`src/rtl/paged_opcode_fetch.sv`:
```
module paged_opcode_fetch #(
  parameter logic [15:0] RESET_PC = 16'hE000,
  parameter logic [7:0]  SEL_P1   = 8'h18,
  parameter logic [7:0]  SEL_P2   = 8'h1A,
  parameter logic [7:0]  SEL_P3   = 8'hCD
) (
  input  logic        clk,
  input  logic        rst,
  input  logic        in_valid,
  input  logic [7:0]  in_byte,
  output logic        in_ready,
  output logic [15:0] fetch_addr,
  output logic        ins_valid,
  output logic        ins_illegal,
  output logic [1:0]  ins_page,
  output logic [7:0]  ins_opcode,
  output logic [23:0] ins_operands,
  output logic [2:0]  ins_mode,
  output logic [2:0]  ins_len,
  output logic [15:0] ins_ea
);

  localparam logic [2:0] M_INH = 3'd0;
  localparam logic [2:0] M_IMM = 3'd1;
  localparam logic [2:0] M_DIR = 3'd2;
  localparam logic [2:0] M_EXT = 3'd3;
  localparam logic [2:0] M_IDX = 3'd4;
  localparam logic [2:0] M_REL = 3'd5;

  typedef enum logic [1:0] {ST_LEAD, ST_OPC, ST_OPND} st_t;

  // returns {legal, mode, operand count}
  function automatic logic [5:0] lut(input logic [1:0] pg, input logic [3:0] nb);
    logic [5:0] r;
    r = {1'b0, M_INH, 2'd0};
    case (pg)
      2'd0:
        case (nb)
          4'h0, 4'h3, 4'h4, 4'h5: r = {1'b1, M_INH, 2'd0};
          4'h1:                   r = {1'b1, M_IDX, 2'd3};
          4'h2:                   r = {1'b1, M_REL, 2'd1};
          4'h6, 4'hA, 4'hE:       r = {1'b1, M_IDX, 2'd1};
          4'h7, 4'hB, 4'hF:       r = {1'b1, M_EXT, 2'd2};
          4'h8:                   r = {1'b1, M_IMM, 2'd1};
          4'hC:                   r = {1'b1, M_IMM, 2'd2};
          default:                r = {1'b1, M_DIR, 2'd1};
        endcase
      2'd1:
        case (nb)
          4'h0, 4'h3:             r = {1'b1, M_INH, 2'd0};
          4'h1:                   r = {1'b1, M_IDX, 2'd3};
          4'h6, 4'hA, 4'hE:       r = {1'b1, M_IDX, 2'd1};
          4'h7, 4'hB, 4'hF:       r = {1'b1, M_EXT, 2'd2};
          4'h8, 4'hC:             r = {1'b1, M_IMM, 2'd2};
          4'h9, 4'hD:             r = {1'b1, M_DIR, 2'd1};
          default:                r = {1'b0, M_INH, 2'd0};
        endcase
      2'd2:
        case (nb)
          4'h8:                   r = {1'b1, M_IMM, 2'd2};
          4'h9:                   r = {1'b1, M_DIR, 2'd1};
          4'hA:                   r = {1'b1, M_IDX, 2'd1};
          4'hB:                   r = {1'b1, M_EXT, 2'd2};
          default:                r = {1'b0, M_INH, 2'd0};
        endcase
      default:
        case (nb)
          4'h8:                   r = {1'b1, M_IMM, 2'd2};
          4'h9:                   r = {1'b1, M_DIR, 2'd1};
          4'hA, 4'hE:             r = {1'b1, M_IDX, 2'd1};
          4'hB, 4'hF:             r = {1'b1, M_EXT, 2'd2};
          default:                r = {1'b0, M_INH, 2'd0};
        endcase
    endcase
    return r;
  endfunction

  st_t         st;
  logic [15:0] pc;
  logic [1:0]  w_page;
  logic [7:0]  w_op;
  logic [2:0]  w_mode;
  logic [1:0]  w_cnt, w_got;
  logic [23:0] w_opr;
  logic [15:0] w_ea;

  logic        acc, is_sel, lu_legal;
  logic [1:0]  sel_page, cur_page, lu_cnt;
  logic [2:0]  lu_mode;
  logic [23:0] nxt_opr;

  assign in_ready   = ~rst;
  assign fetch_addr = pc;
  assign acc        = in_valid & in_ready;
  assign is_sel     = (st == ST_LEAD) &&
                      (in_byte == SEL_P1 || in_byte == SEL_P2 || in_byte == SEL_P3);
  assign sel_page   = (in_byte == SEL_P1) ? 2'd1 : (in_byte == SEL_P2) ? 2'd2 : 2'd3;
  assign cur_page   = (st == ST_LEAD) ? 2'd0 : w_page;
  assign {lu_legal, lu_mode, lu_cnt} = lut(cur_page, in_byte[7:4]);

  always_comb begin
    case (w_got)
      2'd0:    nxt_opr = {w_opr[23:8], in_byte};
      2'd1:    nxt_opr = {w_opr[23:16], in_byte, w_opr[7:0]};
      default: nxt_opr = {in_byte, w_opr[15:0]};
    endcase
  end

  always_ff @(posedge clk) begin
    if (rst) begin
      st           <= ST_LEAD;
      pc           <= RESET_PC;
      w_page       <= 2'd0;
      w_op         <= 8'h00;
      w_mode       <= M_INH;
      w_cnt        <= 2'd0;
      w_got        <= 2'd0;
      w_opr        <= 24'h0;
      w_ea         <= 16'h0;
      ins_valid    <= 1'b0;
      ins_illegal  <= 1'b0;
      ins_page     <= 2'd0;
      ins_opcode   <= 8'h00;
      ins_operands <= 24'h0;
      ins_mode     <= M_INH;
      ins_len      <= 3'd0;
      ins_ea       <= 16'h0;
    end else begin
      ins_valid <= 1'b0;
      if (acc) begin
        pc <= pc + 16'd1;
        if (st == ST_OPND) begin
          w_opr <= nxt_opr;
          if (w_got + 2'd1 == w_cnt) begin
            ins_valid    <= 1'b1;
            ins_illegal  <= 1'b0;
            ins_page     <= w_page;
            ins_opcode   <= w_op;
            ins_operands <= nxt_opr;
            ins_mode     <= w_mode;
            ins_len      <= 3'd1 + {2'd0, w_page != 2'd0} + {1'b0, w_cnt};
            ins_ea       <= (w_mode == M_DIR) ? {8'h00, nxt_opr[7:0]} : w_ea;
            st           <= ST_LEAD;
            w_page       <= 2'd0;
          end else begin
            w_got <= w_got + 2'd1;
          end
        end else if (is_sel) begin
          w_page <= sel_page;
          st     <= ST_OPC;
        end else begin
          w_op   <= in_byte;
          w_mode <= lu_mode;
          w_cnt  <= lu_cnt;
          w_got  <= 2'd0;
          w_opr  <= 24'h0;
          w_ea   <= (lu_mode == M_IMM) ? pc + 16'd1 : 16'h0;
          if (!lu_legal || lu_cnt == 2'd0) begin
            ins_valid    <= 1'b1;
            ins_illegal  <= ~lu_legal;
            ins_page     <= cur_page;
            ins_opcode   <= in_byte;
            ins_operands <= 24'h0;
            ins_mode     <= lu_legal ? lu_mode : M_INH;
            ins_len      <= (st == ST_OPC) ? 3'd2 : 3'd1;
            ins_ea       <= 16'h0;
            st           <= ST_LEAD;
            w_page       <= 2'd0;
          end else begin
            st <= ST_OPND;
          end
        end
      end
    end
  end

  AST_PC_STEP: assert property (@(posedge clk) disable iff (rst)
    acc |=> fetch_addr == $past(fetch_addr) + 16'd1);
  AST_PC_HOLD: assert property (@(posedge clk) disable iff (rst)
    !acc |=> $stable(fetch_addr));
  AST_LEN_RANGE: assert property (@(posedge clk) disable iff (rst)
    ins_valid |-> (ins_len >= 3'd1 && ins_len <= 3'd5));
  AST_SEL_LEN: assert property (@(posedge clk) disable iff (rst)
    (ins_valid && ins_page != 2'd0) |-> ins_len >= 3'd2);
  AST_IMM_EA: assert property (@(posedge clk) disable iff (rst)
    (ins_valid && !ins_illegal && ins_mode == M_IMM) |->
    ins_ea == fetch_addr - {13'd0, ins_len} + 16'd1 + {15'd0, ins_page != 2'd0});
  AST_DIR_EA: assert property (@(posedge clk) disable iff (rst)
    (ins_valid && ins_mode == M_DIR) |-> ins_ea == {8'h00, ins_operands[7:0]});
  AST_ILL_SHAPE: assert property (@(posedge clk) disable iff (rst)
    (ins_valid && ins_illegal) |->
    (ins_len == 3'd2 && ins_page != 2'd0 && ins_operands == 24'h0));
  AST_RST_QUIET: assert property (@(posedge clk)
    rst |=> (!ins_valid && fetch_addr == RESET_PC));

endmodule

```
`config.mk`:
```
export PLATFORM = sky130hd
export DESIGN_NAME = paged_opcode_fetch
export DESIGN_NICKNAME = d
export VERILOG_FILES = /design/src/rtl/paged_opcode_fetch.sv
export SDC_FILE = /design/constraint.sdc
export NUM_CORES = 1
export LEC_CHECK = 0
export ABC_AREA = 1
export BUFFER_PORTS_ARGS = -buffer_cell sky130_fd_sc_hd__buf_2
export CORE_MARGIN = 2
export CORE_UTILIZATION = 58
export DETAILED_ROUTE_END_ITERATION = 8
export PLACE_DENSITY = 0.8
export SLEW_MARGIN = 5
export SYNTH_ARGS = -nofsm -noshare
export SYNTH_HDL_FRONTEND = slang
export SYNTH_SLANG_ARGS = --single-unit
```
`constraint.sdc`:
```
create_clock -name clk -period 2.4 [get_ports clk]
set_clock_uncertainty 0.1 [all_clocks]
set_input_delay 0.12 -clock clk [delete_from_list [all_inputs] [get_ports clk]]
set_output_delay 0.12 -clock clk [all_outputs]
set_load 0.005 [all_outputs]
```
==> results of run 1 <==
stage by stage:
stage | hold slack (ps) | utilization (%) | cell area [um2] | setup WS (ps) | instances
6_report | 13.5 | 72.8 | 7580 | 138 | 1153
2_1_floorplan | 204 | - | 6270 | 518 | 916
3_3_place_gp | 335 | 65.6 | 6830 | 160 | 1110
3_5_place_dp | 344 | 65.6 | 6830 | 114 | 1110
5_1_grt | 15.0 | 72.8 | 7580 | -1.53 | 1153
4_1_cts | 1.67 | 71.9 | 7490 | 109 | 1150
how the worst max path moves through the flow:
stage                           from                       endpoint  slack (ps)  cells after the start
5_1_grt                   in_byte[4]  ins_operands[19]$_SDFFE_PP0P_          -2                     17
2_1_floorplan  w_got[0]$_SDFFE_PP0P_         ins_ea[0]$_SDFFE_PP0P_         520                     12
6_report                  in_byte[4]         ins_ea[2]$_SDFFE_PP0P_         140                     16
3_5_place_dp              in_byte[5]       ins_page[0]$_SDFFE_PP0P_         110                     16
3_3_place_gp              in_byte[5]  ins_operands[20]$_SDFFE_PP0P_         160                     16
4_1_cts                   in_byte[5]        ins_len[1]$_SDFFE_PP0P_         110                     17
layout by cell type, fill, tap and decap left out, types with 5 or more instances in the layout:
| cell | n |
|---|---|
| a21oi_1 | 68 |
| a22oi_1 | 6 |
| buf_2 | 85 |
| buf_4 | 20 |
| clkbuf_16 | 17 |
| clkinvlp_4 | 5 |
| dfxtp_1 | 133 |
| dlygate4sd3_1 | 8 |
| ha_1 | 7 |
| inv_1 | 60 |
| inv_2 | 9 |
| nand2_1 | 193 |
| nand3_1 | 65 |
| nand4_1 | 11 |
| nor2_1 | 162 |
| o21ai_0 | 99 |
| o21ai_1 | 6 |
| xor2_1 | 6 |
where the power goes:
group | internal (mW) | total [mW] | switching [mW]
Clock | 1.52 | 2.54 | 1.02
Combinational | 0.283 | 0.803 | 0.520
Sequential | 2.32 | 2.38 | 0.0616
Total | 4.12 | 5.72 | 1.60
final cells by class:
class | instances | area [um2]
tap | 136 | 170
clock buffer | 19 | 432
multi-input combinational | 659 | 3100
timing repair buffer | 120 | 783
sequential | 133 | 2660
fill | 865 | 2840
inverter | 73 | 280
clock inverter | 13 | 148
per-layer routing:
layer  track usage (%)  up-vias  wire (um)
met5                 0        -          0
met4              11.9        0        510
met3              6.27       43       1680
met2              48.9      347       7970
met1              42.6     2855       7700
li1                  -     3144          -
cell families (layout without fill, tap and decap cells):
| kind of cell | after synthesis | after routing |
|---|---|---|
| compound gates | 185 | 185 |
| simple gates | 452 | 453 |
| xor+xnor | 7 | 7 |
| mux | 4 | 4 |
| flops | 133 | 133 |
| fa+ha+maj | 10 | 10 |
| buf+inv | 125 | 225 |
worst min-delay path: cells and delay by family:
kind,cells,cell delay (ps)
and+or+nand+nor,1,110
AOI/OAI and AO/OA,1,50
buffers and inverters,2,310
registers in the layout (all words and copies together) (netlist names):
| signal | cells |
|---|---|
| w_got | 2 |
| st | 2 |
| w_cnt | 2 |
| ins_valid | 1 |
| w_op | 8 |
| w_page | 2 |
| w_mode | 3 |
| ins_ea | 16 |
| ins_mode | 3 |
| ins_page | 2 |
| ins_opcode | 8 |
| ins_operands | 24 |
| w_opr | 24 |
| w_ea | 16 |
| ins_len | 3 |
| fetch_addr | 16 |
| ins_illegal | 1 |
what timing repair did:
| item | in CTS | in global routing |
|---|---|---|
| hold endpoints to repair | 13 | 0 |
| setup buffers | 0 | 1 |
| resized for setup | 0 | 9 |
| hold buffers | 8 | 0 |
| endpoints found under the setup margin | 0 | 59 |
==> out/results.txt, run 1 <==
core area: 10400 um2
max-slew violation count: 0
Final Wtd Congestion: 0.964
largest cells by area after synthesis: dfxtp_1 42%, nand2_1 12%, nor2_1 9.7%, o21ai_0 7.9%, a21oi_1 5.4%
async set-reset flop share out of synthesis: 0%
Crit path top cell by count: nor2_1
maxcap violations: 0
Post-Synth Simple-Gate Area: 29.9%
Ant. Diodes: 0
R2R setup slack: 230 ps
Die Ht: 108 um
Max Clk Rate: 442 MHz
Initial Util: 60.2%
vias in the first global route: 5808
syn nets: 937
Worst VDD drop: 0.695 mV
Slowest-stage cell, CP: dlygate4sd3_1
mux share of post-synthesis cell area: 0.639%
Tcrit/Tclk final: 94.2%
Yosys top cell by area: dfxtp_1
1st-pass router iterations: 6
Die X-Extent: 108 um
top cell type's share of synthesized area: 42.5%
worst endpoint required time: 2730 ps
PD cells: 755 nW/um2
final wirelength: 17900 um
worst path bufs/invs: 6
TNS Setup: 0 ps
Area Growth Syn to Fin: 20.9%
Routed Antenna Nets: 0
Mapped Avg Cell Area: 6.84 um2
# rows: 37
IO Count: 86
Post-Synth XOR/XNOR Area: 0.978%
clk slew on worst S/H paths: 60 ps
Post-synth EDFFs: 0
Worst Setup End Kind: flip-flop
global-route wire length before repair: 28400 um
via count: 6389
drt first-iter violations: 555
Syn Std Cell Area: 6270 um2
post-synthesis compound-gate area fraction: 15.2%
CTS tree: built
R2R depth: 12
routed len/inst: 15.5 um
Nets: 1025
largest family of logic cells by synthesized area: simple AND/OR/NAND/NOR gates
pin count of the biggest net entering global routing: 47
hold-critical path depth: 4
vias per inst: 5.54
critical path's top delay family: buffers and inverters
initial antenna violation count: 0
Syn. warnings: 0
most frequent cell after synthesis: nand2_1
global route overflow: 0
GRT Total Usage: 31.2%
Leak: 3.35 nW
hold path start: in_byte[1]
htree depth: 4
CP peak stage delay: 520 ps
Root Buffer: clkbuf_8
Num Clock Sinks: 133
Slew headroom: 54.1%
sequential area share after synthesis: 42.5%
top_reg_cell synth: dfxtp_1
share of cells above drive strength 1: 17.0%
Netlist cell types: 36
status: complete, no violations
total power: 5.72 mW
CP startpoint kind: input pin
die area: 11700 um2
Max FO, Critical Path: 23
clk buf depth: 2
r2r endpoint: ins_operands[18]$_SDFFE_PP0P_
Synth Register Bits: 133
estimated wirelength of the detail-placed design: 11900 um
R2R Path Start: w_got[0]$_SDFFE_PP0P_
Crit Path Class: in -> reg
min cycle time layout: 2260 ps
final-report hold violation count: 0
number of buffers created by CTS: 17
synthesized instance count: 916
worst hold path type: in -> reg
Synth top cells by count: 193 x nand2_1, 162 x nor2_1, 133 x dfxtp_1, 99 x o21ai_0, 68 x a21oi_1
final setup violation count: 0
clock latency on the worst-skew pair: 530 ps
WP data arrival: 2590 ps
Synth Area in Adders: 2.00%
hold endpoint: w_op[1]$_SDFFE_PP0P_
crit path cell chain: dlygate4sd3_1 -> buf_2 -> buf_4 -> ha_1 -> inv_1 -> a21oi_1 -> nor2_1 -> nand2_1 -> nand2_2 -> nor2_4 -> nand2_4 -> nand2_8 -> inv_2 -> clkbuf_16 -> nor2_1 -> nor2_1
Tightest Pin Transition: 688 ps
Residual DRC: 0
Port Buffers: 85
Note: power is estimated with default switching activity, not from simulation.
==> inputs of run 2 (changes only) <==
- BUFFER_PORTS_ARGS: -buffer_cell sky130_fd_sc_hd__buf_2 -> default
- CORE_UTILIZATION: 58 -> 63
- DONT_BUFFER_PORTS: default -> 1
- PLACE_DENSITY: 0.8 -> 0.79
==> run 2 against run 1 <==
Global-route usage is 3.0 points higher. Combinational power is 14% lower. Via count decreased by 3.2%. Non-clock buffer count is 87 lower. Flip-flop and latch count unchanged. Worst hold slack worse by 3.1 ps. Setup slack improved by 28 ps. Sequential share of layout area rose by 2.5 points. Critical path type unchanged. Largest cell class unchanged. Highest routed layer unchanged.
==> out/results.txt, run 2 (synthesis gave the netlist of run 1 again) <==
Slowest-stage cell, CP: dlygate4sd3_1
hold-critical path depth: 7
Crit Path Class: in -> reg
via count: 6186
die area: 10800 um2
htree depth: 4
Initial Util: 64.4%
commonest cells after routing, fill and taps aside: 193 x nand2_1, 162 x nor2_1, 133 x dfxtp_1
CP peak stage delay: 580 ps
Worst Setup End Kind: flip-flop
NetSw: 1.58 mW
CP startpoint kind: input pin
Num Clock Sinks: 133
clock share of power: 44.0%
met1 usage: 43.0%
min cycle time layout: 2230 ps
Crit path top cell by count: inv_1
Nets: 937
drt first-iter violations: 548
grt met2 use: 54.4%
vias per inst: 5.83
Root Buffer: clkbuf_8
most used routing layer in global routing: met2
share of cells above drive strength 1: 8.51%
Port Buffers: 0
WP data arrival: 2590 ps
Slew headroom: 52.2%
max-slew violation count: 0
grt met3 use: 9.94%
RSZ-0062 raised after global routing: no
combinational share of power: 12.5%
worst endpoint required time: 2760 ps
GRT Total Usage: 34.1%
final hold slack: 10.4 ps
estimated wirelength of the detail-placed design: 12100 um
commonest non-fill, non-tap cell in the layout: nand2_1
routed len/inst: 17.0 um
maxcap violations: 0
CTS tree: built
Die Ht: 104 um
number of buffers created by CTS: 17
clk slew on worst S/H paths: 60 ps
crit path cell chain: dlygate4sd3_1 -> inv_1 -> ha_2 -> inv_1 -> nor2_1 -> inv_1 -> nand2_1 -> nor2_1 -> nand2_1 -> nand2_2 -> nor2_4 -> nand2_2 -> nand2_4 -> buf_4 -> nand3_1 -> a21oi_1
vias in the first global route: 5871
global-route wire length before repair: 29200 um
clock latency on the worst-skew pair: 530 ps
worst hold path type: in -> reg
Worst VDD drop: 0.467 mV
biggest regs: ins_operands (24), w_opr (24)
PD cells: 780 nW/um2
TNS Setup: 0 ps
IO Count: 86
Die X-Extent: 104 um
global route overflow: 0
Flop pwr share: 43.4%
clk buf depth: 2
final-report hold violation count: 0
Max FO, Critical Path: 21
Tightest Pin Transition: 716 ps
fin worst setup slack: 166 ps
Residual DRC: 0
final wirelength: 18000 um
placed cell area: 6330 um2
status: complete, no violations
pin count of the biggest net entering global routing: 44
1st-pass router iterations: 5
Final Wtd Congestion: 0.964
Switching Share: 28.6%
Area Growth Syn to Fin: 13.0%
Tcrit/Tclk final: 93.1%
Max Clk Rate: 448 MHz
Ant. Diodes: 0
core area: 9730 um2
# rows: 36
# Post-CTS Setup Buffers: 0
final setup violation count: 0
R2R depth: 13
post-route cell area: 7080 um2
Placement Setup Slack: 188 ps
Leak: 2.87 nW
Routed Antenna Nets: 0
Int Pwr: 3.95 mW
# fillers: 841
initial antenna violation count: 0
run 2: changes by cell type in the layout (fill, tap and decap cells not counted), sizes merged:
cell / change
buf: -92
dlygate4sd3: +5
bufinv: -1
clkbuf: -1
clkinvlp: +1
nand2: -1
run 2: path summary, 6_finish.rpt:
kind                                              from                             to  slack, ps
worst max-delay path                        in_byte[5]         w_page[1]$_SDFFE_PP0P_        170
worst min-delay path                        in_byte[7]         w_page[0]$_SDFFE_PP0P_         10
worst max register to register  w_page[1]$_SDFFE_PP0P_  ins_operands[20]$_SDFFE_PP0P_        220
worst min register to register   w_opr[5]$_SDFFE_PP0P_          w_opr[5]$_SDFFE_PP0P_        350
run 2: worst max-delay path, delay by kind of cell:
kind | cells | cell delay, ps
AOI/OAI and AO/OA | 1 | 150
adders and majority gates | 1 | 290
buffers and inverters | 5 | 1160
and+or+nand+nor | 9 | 860
run 2: cell type report:
class / instances / area (um2) / area share [%]
clock buffer: 18 / 428 / 6.04
clock inverter: 13 / 126 / 1.78
inverter: 73 / 279 / 3.94
multi-input combinational: 658 / 3080 / 43.5
sequential: 133 / 2660 / 37.6
tap: 133 / 166 / 2.35
timing repair buffer: 33 / 343 / 4.84
run 2: power by group through the flow:
| stage | logic [mW] | clock network, mW | registers, mW |
|---|---|---|---|
| detailed placement | 0.613 | 0 | 2.45 |
| global placement | 0.600 | 0 | 2.44 |
| finish | 0.693 | 2.43 | 2.40 |
| floorplan | 0.491 | 0 | 2.43 |
| CTS | 0.663 | 2.44 | 2.40 |
| global route | 0.773 | 2.54 | 2.41 |
run 2: stage by stage:
| step | cells | power [mW] | util, % |
|---|---|---|---|
| final | 1061 | 5.53 | 72.8 |
| after global routing | 1061 | 5.73 | 72.8 |
| after CTS | 1060 | 5.51 | 72.3 |
| after detailed placement | 1015 | 3.06 | 65.0 |
| after global placement | 1015 | 3.04 | 65.0 |
| after floorplan | 916 | 2.92 | - |
run 2: layer usage:
layer	up-vias	share of wire, %
li1	2968	-
met1	2842	42
met5	-	0
met2	316	45
met4	0	4.2
met3	60	9.4
run 2: timing repair:
item	4_1_cts	5_1_grt
endpoints found under the setup margin	0	59
hold buffers	14	0
resized for setup	0	11
endpoints found under the hold margin	104	0
==> inputs of run 3 (changes only) <==
--- a/config.mk
+++ b/config.mk
@@ -9,6 +9,7 @@
 export CORE_MARGIN = 2
-export CORE_UTILIZATION = 63
+export CORE_UTILIZATION = 60
 export DETAILED_ROUTE_END_ITERATION = 8
 export DONT_BUFFER_PORTS = 1
-export PLACE_DENSITY = 0.79
+export PLACE_DENSITY = 0.76
+export REMOVE_ABC_BUFFERS = 1
 export SLEW_MARGIN = 5
==> constraint.sdc (replaced) <==
create_clock -name clk -period 2.4 [get_ports clk]
set_clock_uncertainty 0.1 [all_clocks]
set_input_delay 0.48 -clock clk [delete_from_list [all_inputs] [get_ports clk]]
set_output_delay 0.48 -clock clk [all_outputs]
set_load 0.005 [all_outputs]
==> run 3 against run 2 <==
Non-clock buffer count fell by 5. Sequential power barely moved. Setup slack improved by 56 ps. Die area rose by 4.8%. Clock-buffer cell count rose by 1. Clock power fell by 3%. Flip-flop and latch count did not move. Design area fell by 1.2%. Combinational power fell by 3.5%. Power fell by 2.0%. Via count fell by 3.0%. Wire length fell by 7.3%.
==> out/results.txt, run 3 (synthesis gave the netlist of run 1 again) <==
Crit Path Class: reg -> reg
Initial Util: 61.2%
Ant. Diodes: 0
Residual DRC: 0
Tcrit/Tclk final: 90.8%
Crit path top cell by count: nand2_1
Final Wtd Congestion: 0.896
Die Ht: 106 um
GRT Total Usage: 30.8%
max-slew violation count: 0
# Post-CTS Setup Buffers: 0
biggest regs: ins_operands (24), w_opr (24)
final-report hold violation count: 0
worst hold path type: in -> reg
commonest cells after routing, fill and taps aside: 193 x nand2_1, 162 x nor2_1, 133 x dfxtp_1
Slowest-stage cell, CP: dfxtp_1
Routed Antenna Nets: 0
RSZ-0062 raised after global routing: no
clk slew on worst S/H paths: 60 ps
Tightest Pin Transition: 657 ps
die area: 11300 um2
htree depth: 4
number of buffers created by CTS: 17
# fillers: 904
CP peak stage delay: 380 ps
IO Count: 86
CTS tree: built
grt met2 use: 54.0%
status: complete, no violations
R2R setup slack: 220 ps
multi-input logic area: 3060 um2
Nets: 932
WP data arrival: 2500 ps
commonest non-fill, non-tap cell in the layout: nand2_1
fin util: 68.4%
worst endpoint required time: 2720 ps
vias in the first global route: 5904
R2R depth: 13
clock latency on the worst-skew pair: 530 ps
final wirelength: 16700 um
initial antenna violation count: 0
Max FO, Critical Path: 15
Slew headroom: 56.1%
clk buf depth: 2
global route overflow: 0
Area Growth Syn to Fin: 11.7%
most used routing layer in global routing: met2
pin count of the biggest net entering global routing: 67
via count: 5998
R2R Path Start: w_got[0]$_SDFFE_PP0P_
hold-critical path depth: 2
hold endpoint: w_op[1]$_SDFFE_PP0P_
placed cells: 1026
core area: 10200 um2
Worst Setup End Kind: flip-flop
Max Clk Rate: 459 MHz
PD cells: 774 nW/um2
final setup violation count: 0
vias per inst: 5.66
maxcap violations: 0
routed len/inst: 15.8 um
met1 usage: 36.4%
estimated wirelength of the detail-placed design: 11400 um
register area: 2660 um2
Leak: 2.87 nW
# rows: 37
r2r endpoint: ins_len[1]$_SDFFE_PP0P_
Root Buffer: clkbuf_8
Worst VDD drop: 0.423 mV
drt first-iter violations: 436
min cycle time layout: 2180 ps
Num Clock Sinks: 133
global-route wire length before repair: 27900 um
grt met3 use: 7.85%
Die X-Extent: 106 um
crit path cell chain: inv_1 -> ha_1 -> nand2_1 -> inv_1 -> o22ai_1 -> nand2_1 -> nand2_1 -> inv_2 -> nand2_4 -> inv_2 -> buf_4 -> nor2_1 -> nor2_1
1st-pass router iterations: 5
CP startpoint kind: flip-flop
Port Buffers: 0
hold path start: in_byte[1]
share of cells above drive strength 1: 8.98%
non-filler instance count after layout: 1060
-- run 3: worst max path at each step --
stage	start	endpoint	slack, ps	cells past startpoint
5_1_grt	w_got[0]$_SDFFE_PP0P_	ins_operands[20]$_SDFFE_PP0P_	30	12
3_5_place_dp	in_byte[4]	ins_ea[6]$_SDFFE_PP0P_	-40	14
3_3_place_gp	in_byte[4]	ins_ea[6]$_SDFFE_PP0P_	50	12
4_1_cts	w_page[0]$_SDFFE_PP0P_	ins_ea[6]$_SDFFE_PP0P_	230	12
2_1_floorplan	in_valid	w_cnt[1]$_SDFFE_PP0P_	-1080	7
6_report	w_got[0]$_SDFFE_PP0P_	ins_len[1]$_SDFFE_PP0P_	220	13
-- run 3: what timing repair did --
action / CTS / global route
gates resized for setup: 0 / 1
endpoints found under the hold margin: 31 / 0
setup endpoints to repair: 0 / 1
hold buffers: 2 / 0
-- run 3: worst max-delay path, delay by kind of cell, from the launching register on --
family | cells | cell delay (ps)
AOI/OAI and AO/OA | 1 | 130
DFF | 1 | 380
and+or+nand+nor | 6 | 630
buffers and inverters | 5 | 500
adders and majority gates | 1 | 330
-- run 3: through the flow --
stage	TNS, ps	total power [mW]	hold slack [ps]	cell area [um2]	setup slack [ps]
3_3_place_gp	0	3.07	333	6430	48.7
5_1_grt	0	5.64	49.6	7000	26.8
2_1_floorplan	-40030	2.86	327	5990	-1080
6_report	0	5.42	29.3	7000	222
3_5_place_dp	-39.4	3.09	341	6430	-39.4
4_1_cts	0	5.43	17.4	7000	234
-- run 3: cell type report --
type | instances | share of cell area (%)
Clock buffer | 19 | 6.31
Clock inverter | 13 | 1.39
Inverter | 73 | 3.95
Multi-Input combinational cell | 658 | 43.7
Sequential cell | 133 | 38.1
Tap cell | 136 | 2.43
Timing Repair Buffer | 28 | 4.11
-- run 3: routing by layer --
| metal | routed length, um | vias up |
|---|---|---|
| met5 | 0 | - |
| met4 | 290 | 0 |
| met3 | 1190 | 28 |
| met2 | 8330 | 221 |
| met1 | 6890 | 2800 |
| li1 | - | 2949 |
-- run 3: power by group --
part	leakage (nW)	switching [mW]	total, mW	internal, mW
sequential	1.08	0.0806	2.40	2.32
clock	0.257	1.02	2.35	1.33
combinational	1.54	0.447	0.669	0.222
